### src/rtl/mul_pkg.sv
package mul_pkg;
    typedef enum logic [1:0] {
        ST_IDLE   = 2'd0,
        ST_CALC   = 2'd1,
        ST_FINISH = 2'd2
    } mul_state_e;
endpackage

### src/rtl/mul_operand_prep.sv
module mul_operand_prep #(
    parameter int W = 32
) (
    input  logic         signed_i,
    input  logic [W-1:0] opa_i,
    input  logic [W-1:0] opb_i,
    output logic [W-1:0] mag_a_o,
    output logic [W-1:0] mag_b_o,
    output logic         neg_o
);
    logic a_neg, b_neg;

    always_comb begin
        a_neg   = signed_i & opa_i[W-1];
        b_neg   = signed_i & opb_i[W-1];
        // magnitude of the most negative value is 2^(W-1), still fits unsigned W bits
        mag_a_o = a_neg ? (~opa_i + 1'b1) : opa_i;
        mag_b_o = b_neg ? (~opb_i + 1'b1) : opb_i;
        neg_o   = a_neg ^ b_neg;
    end
endmodule

### src/rtl/mul_fsm.sv
module mul_fsm
    import mul_pkg::*;
#(
    parameter int W = 32
) (
    input  logic clk,
    input  logic rst_n,
    input  logic start_i,
    output logic load_o,
    output logic step_o,
    output logic finish_o,
    output logic busy_o
);
    localparam int CW = $clog2(W + 1);

    mul_state_e state_q, state_d;
    logic [CW-1:0] cnt_q;
    logic last_step;

    assign last_step = (cnt_q == CW'(W - 1));

    // state register and step counter
    always_ff @(posedge clk or negedge rst_n) begin
        if (!rst_n) begin
            state_q <= ST_IDLE;
            cnt_q   <= '0;
        end else begin
            state_q <= state_d;
            if (state_q == ST_IDLE)
                cnt_q <= '0;
            else if (state_q == ST_CALC)
                cnt_q <= cnt_q + 1'b1;
        end
    end

    // next-state logic
    always_comb begin
        state_d = state_q;
        unique case (state_q)
            ST_IDLE:   if (start_i) state_d = ST_CALC;
            ST_CALC:   if (last_step) state_d = ST_FINISH;
            ST_FINISH: state_d = ST_IDLE;
            default:   state_d = ST_IDLE;
        endcase
    end

    // outputs
    always_comb begin
        load_o   = 1'b0;
        step_o   = 1'b0;
        finish_o = 1'b0;
        busy_o   = 1'b1;
        unique case (state_q)
            ST_IDLE: begin
                busy_o = 1'b0;
                load_o = start_i;
            end
            ST_CALC:   step_o   = 1'b1;
            ST_FINISH: finish_o = 1'b1;
            default:   busy_o   = 1'b0;
        endcase
    end

    p_start_accept_r2: assert property (@(posedge clk) disable iff (!rst_n)
        (start_i && !busy_o) |=> busy_o);

    p_calc_no_shortcut_r3: assert property (@(posedge clk) disable iff (!rst_n)
        (state_q == ST_CALC) |=> (state_q != ST_IDLE));

    p_start_ignored_r8: assert property (@(posedge clk) disable iff (!rst_n)
        (start_i && busy_o) |-> !load_o);
endmodule

### src/rtl/mul_datapath.sv
module mul_datapath #(
    parameter int W = 32
) (
    input  logic         clk,
    input  logic         rst_n,
    input  logic         load_i,
    input  logic         step_i,
    input  logic         finish_i,
    input  logic [W-1:0] mag_a_i,
    input  logic [W-1:0] mag_b_i,
    input  logic         neg_i,
    output logic [W-1:0] hi_o,
    output logic [W-1:0] lo_o,
    output logic         done_o
);
    localparam int PW = 2 * W;

    logic [PW-1:0] mcand_q;
    logic [W-1:0]  mplier_q;
    logic [PW-1:0] prod_q;
    logic          neg_q;
    logic [PW-1:0] result;

    always_comb result = neg_q ? (~prod_q + 1'b1) : prod_q;

    always_ff @(posedge clk or negedge rst_n) begin
        if (!rst_n) begin
            mcand_q  <= '0;
            mplier_q <= '0;
            prod_q   <= '0;
            neg_q    <= 1'b0;
            hi_o     <= '0;
            lo_o     <= '0;
            done_o   <= 1'b0;
        end else begin
            done_o <= finish_i;
            if (load_i) begin
                mcand_q  <= {{W{1'b0}}, mag_a_i};
                mplier_q <= mag_b_i;
                prod_q   <= '0;
                neg_q    <= neg_i;
            end else if (step_i) begin
                if (mplier_q[0])
                    prod_q <= prod_q + mcand_q;
                mcand_q  <= mcand_q << 1;
                mplier_q <= mplier_q >> 1;
            end
            if (finish_i) begin
                hi_o <= result[PW-1:W];
                lo_o <= result[W-1:0];
            end
        end
    end

    // every multiplier bit has been consumed by the time the result is loaded
    p_all_bits_used_r3: assert property (@(posedge clk) disable iff (!rst_n)
        finish_i |-> (mplier_q == '0));
endmodule

### src/rtl/seq_mul.sv
module seq_mul #(
    parameter int W = 32
) (
    input  logic         clk,
    input  logic         rst_n,
    input  logic         start_i,
    input  logic         signed_i,
    input  logic [W-1:0] opa_i,
    input  logic [W-1:0] opb_i,
    output logic         busy_o,
    output logic         done_o,
    output logic [W-1:0] hi_o,
    output logic [W-1:0] lo_o
);
    logic [W-1:0] mag_a, mag_b;
    logic         neg;
    logic         load, step, finish;

    mul_operand_prep #(.W(W)) u_prep (
        .signed_i (signed_i),
        .opa_i    (opa_i),
        .opb_i    (opb_i),
        .mag_a_o  (mag_a),
        .mag_b_o  (mag_b),
        .neg_o    (neg)
    );

    mul_fsm #(.W(W)) u_fsm (
        .clk      (clk),
        .rst_n    (rst_n),
        .start_i  (start_i),
        .load_o   (load),
        .step_o   (step),
        .finish_o (finish),
        .busy_o   (busy_o)
    );

    mul_datapath #(.W(W)) u_dp (
        .clk      (clk),
        .rst_n    (rst_n),
        .load_i   (load),
        .step_i   (step),
        .finish_i (finish),
        .mag_a_i  (mag_a),
        .mag_b_i  (mag_b),
        .neg_i    (neg),
        .hi_o     (hi_o),
        .lo_o     (lo_o),
        .done_o   (done_o)
    );

    p_done_pulse_r4: assert property (@(posedge clk) disable iff (!rst_n)
        done_o |=> !done_o);

    p_done_not_busy_r4: assert property (@(posedge clk) disable iff (!rst_n)
        done_o |-> !busy_o);

    p_result_hold_r9: assert property (@(posedge clk) disable iff (!rst_n)
        !done_o |-> ($stable(hi_o) && $stable(lo_o)));
endmodule

### config.mk
export PLATFORM = sky130hd
export DESIGN_NAME = seq_mul
export DESIGN_NICKNAME = d
export VERILOG_FILES = /design/src/rtl/mul_pkg.sv /design/src/rtl/mul_operand_prep.sv /design/src/rtl/mul_fsm.sv /design/src/rtl/mul_datapath.sv /design/src/rtl/seq_mul.sv
export SDC_FILE = /design/constraint.sdc
export NUM_CORES = 1
export LEC_CHECK = 0
export ABC_AREA = 0
export BUFFER_PORTS_ARGS = -buffer_cell sky130_fd_sc_hd__buf_2
export CORE_MARGIN = 1.5
export CORE_UTILIZATION = 35
export DETAILED_ROUTE_END_ITERATION = 10
export PLACE_DENSITY = 0.51
export RECOVER_POWER = 25
export SETUP_SLACK_MARGIN = 0.5
export SYNTH_ARGS = -nofsm -noshare
export SYNTH_HDL_FRONTEND = slang
export SYNTH_SLANG_ARGS = --single-unit
### constraint.sdc
create_clock -name clk -period 2.85 [get_ports clk]
set_input_delay 0.285 -clock clk [delete_from_list [all_inputs] [get_ports clk]]
set_output_delay 0.285 -clock clk [all_outputs]
set_load 0.02 [all_outputs]
==> metrics list <==
* PnR worst setup slack: -154 ps
- Entering global routing, the biggest net connects 83 pins.
- Across the VDD grid, the largest voltage drop is 0.548 mV.
- Measured slew at the worst slew-check pin: 1560 ps
* Kind of critical path: flip-flop to flip-flop
* Outcome: complete, but fails checks
- Clock tree synthesis found a total of 234 sinks.
* Critical path arrival: 3450 ps
* Period utilisation layout: 105%
- The final route contains 14700 vias.
- Synthesized net count: 1956
- The number of global-route vias before repair is 14500.
- EDFF count, synth: 0
* Most used DFF post-synth: dfrtp_1
* Mapped Cells: 1817
- Wire per inst: 17.7 um
- Worst clock skew: 22.1 ps
* Number of standard-cell rows in the floorplan: 77
* Maximum fanout along the worst path: 3
- During placement, the flow inserted port buffers numbering 133.
* Post-Route Setup TNS: -1010 ps
- Global-route total usage across every layer: 21.3%
- TritonCTS clock tree: yes
- Summing all non-filler instances in the final layout gives an area of 22300 um2.
- Mean cell area of the mapped netlist: 8.58 um2
- The floorplan step set the die width to 214 um.
* Fin. max-slew vios: 56
- Fraction of final layout cells sized beyond drive strength 1: 36.2%
- Total Die Area: 45800 um2
- The initial utilization of the core area, before any placement, comes to 35.3%.
- Dividing the detail-routed via count by the number of cells gives 5.20.
* Non-filler instance count after layout: 2831
- Sequential cells were found to cover 37.5% of the synthesized design area.
- Path class of the lowest-slack min-delay path: primary input to flip-flop
- The die is 214 um tall.
* Worst skew pair latency: 580 ps
- For this run the aggregate overflow at the end of global routing stands at 0.
- Wires add up to 50000 um.
- The netlist uses 65 different library cells.
- Rel. slew slack: -3.79%
* Inst Count DP: 2708
- Across the run, the number of max-cap violations was 1.
- Clock slew seen by the registers of the worst setup and hold paths: 60 ps
* Dpl cell area: 19100 um2
- Layout area overhead: 43.1%
- The longest clock path from root to sink contains 3 buffers.
* Maximum operating frequency: 333 MHz
* Iteration count of the initial detailed-routing pass: 5
* Async S/R FF share, synth: 100%
- TritonCTS created 28 clock buffers.
- After detailed routing, the number of remaining DRC violations is 0.
- For the worst setup path, the data required time is 3300 ps.
* Ports: 134
* Kind of start point of the critical path: flip-flop
- The worst setup path is captured at a flip-flop.
- The synthesized netlist occupies a cell area of 15600 um2.
* Global placer's final weighted congestion: 0.894
- Counting I/O delays and the setup requirement, the final critical path takes 3000 ps.
- In this run the standard cell core region covers 44100 um2.
* Unrepaired setup endpoints after global routing: true
- Leakage power summed over all cells: 10.1 nW
- Setup violations remaining at the end of the flow were counted as 17.
- Starting DRT DRC Count: 860
- Net count of the finished layout: 2356
* Synth Register Bits: 234
- Sum of net half-perimeters after detailed placement: 36600 um
- Dividing total power by cell area gives a power density of 983 nW/um2.
- Post-route antenna net violation count: 0
* Violations in the final reports: capacitance limit, slew limit, setup timing
- Number of diodes: 0
* Number of fill cells: 4167
- Initial antenna violation count: 2
- The count of endpoints failing hold in the final timing report was 0.
- During synthesis, Yosys emitted a total of 0 warnings.
* Clock Root Buffer: clkbuf_16
* First-pass GRT wire length: 79600 um
- In this run the number of H-tree levels came out at 1.
## state kept, by name, indices dropped and copies added (netlist names)
signal,flops
u_dp.prod_q,64
u_fsm.cnt_q,6
u_dp.lo_o,32
u_dp.mcand_q,64
u_dp.done_o,1
u_dp.neg_q,1
u_fsm.state_q,2
u_dp.mplier_q,32
u_dp.hi_o,32
## cells in the final DEF (no fill, tap or decap), types with 14 or more instances in the layout
cell / n
buf_4: 280
nand2_1: 236
dfrtp_1: 221
nor2_1: 151
buf_2: 132
a21oi_1: 129
o21ai_0: 116
xor2_1: 93
mux2i_1: 91
xnor2_1: 58
a21oi_2: 42
buf_6: 39
ha_1: 38
a21o_1: 35
ha_4: 30
clkbuf_16: 29
inv_1: 25
o21ai_1: 25
nand4_1: 24
nor3_1: 21
xnor2_2: 20
nand3_1: 19
o21ai_2: 19
o31ai_1: 14
## power breakdown
group | leakage (nW) | total [W] | internal (W) | switching (W)
Sequential | 2.99 | 0.00546 | 0.00448 | 0.000985
Combinational | 6.69 | 0.0129 | 0.00596 | 0.00691
Clock | 0.444 | 0.00358 | 0.00206 | 0.00153
Total | 10.1 | 0.0219 | 0.0125 | 0.00942
## cells in the mapped netlist, types with 9 or more instances
cell / n / share of area (%)
xor2_1: 102 / 5.7
nand2_1: 255 / 6.1
a21oi_1: 179 / 5.7
and2_1: 9 / 0.36
a21o_1: 36 / 1.7
o31ai_1: 24 / 1.2
nor3_1: 26 / 0.83
nand2b_1: 10 / 0.40
o21bai_1: 12 / 0.58
a211oi_1: 15 / 0.72
nor2_1: 163 / 3.9
mux2_2: 21 / 1.5
o41ai_1: 17 / 0.95
a31oi_1: 11 / 0.44
nor2b_1: 14 / 0.56
dfrtp_1: 234 / 38
inv_1: 27 / 0.65
or4_1: 9 / 0.43
or3_1: 19 / 0.76
o21ai_0: 164 / 5.3
xnor2_1: 80 / 4.5
nand3_1: 22 / 0.71
ha_1: 70 / 5.6
nor4_1: 16 / 0.64
buf_1: 18 / 0.43
nand4_1: 24 / 0.96
mux2i_1: 92 / 5.9
clkbuf_1: 79 / 1.9
## routing by layer
metal / up-vias / global-route usage [%] / part of all wire [%]
met5: - / 0 / 0.024
met4: 2 / 4.65 / 1.6
met3: 56 / 3.15 / 5.1
met2: 324 / 32.9 / 44
met1: 7109 / 31.3 / 49
li1: 7224 / - / -
## timing repair
item                                   in CTS  in global routing
buffers inserted                           30                 34
cloned                                      1                  0
hold buffers                                6                  0
gates resized for setup                   214                154
endpoints found under the hold margin      57                  0
pin swaps                                 111                107
setup endpoints to repair                  92                110
## cell type report
| type | count | area (um2) | share of cell area (%) |
|---|---|---|---|
| Inverter | 27 | 101 | 0.454 |
| Sequential cell | 234 | 5870 | 26.3 |
| Tap cell | 592 | 741 | 3.32 |
| Clock buffer | 36 | 792 | 3.55 |
| Clock inverter | 16 | 129 | 0.578 |
| Multi-Input combinational cell | 1459 | 11200 | 50.4 |
| Timing Repair Buffer | 467 | 3430 | 15.4 |
## cells by family (layout without fill, tap and decap cells)
logic type / count (synthesis) / after routing / share of synthesized area [%]
AO/OA/AOI/OAI: 499 / 499 / 19.0
multiplexers: 113 / 113 / 7.42
flip-flops: 234 / 234 / 37.5
XOR/XNOR: 182 / 182 / 10.2
buffers and inverters: 124 / 546 / 2.98
AND/OR/NAND/NOR: 594 / 594 / 17.1
adder cells (fa/ha/maj): 71 / 71 / 5.74
## worst max-delay path: stages, from the launching register on
cell     delay, ps
dfrtp_1        400
buf_6          120
or4_4          580
nor3_4         160
buf_4          140
buf_6           80
nand4_1        140
o31ai_2        340
nand2_2        190
a21oi_4        200
nand2_1         90
xor2_1         170
mux2_4         260
## final timing paths
kind / depth (start not counted) / slack (ps) / to / startpoint
setup / recovery: 12 / -150 / u_dp.hi_o[25] / u_dp.prod_q[8]
hold / removal: 4 / 40 / u_dp.mcand_q[21] / opa_i[21]
setup reg to reg: 12 / -150 / u_dp.hi_o[25] / u_dp.prod_q[8]
hold reg to reg: 1 / 500 / u_dp.hi_o[15] / u_dp.hi_o[15]
max in group asynchronous: 3 / 470 / u_dp.neg_q / rst_n
min in group asynchronous: 2 / 660 / u_dp.hi_o[31] / rst_n
## per-stage QoR
step / utilization [%] / hold WS (ps) / setup WS, ps / total power [W]
floorplan: - / -10.6 / -7.56 / 0.0117
global placement: 43.2 / 265 / -208 / 0.0158
detailed placement: 43.2 / 267 / -215 / 0.0159
CTS: 48.3 / 13.7 / -110 / 0.0209
global route: 50.6 / 56.6 / -245 / 0.0234
finish: 50.6 / 37.5 / -154 / 0.0219
No activity file was read; power rests on OpenSTA's default activity.
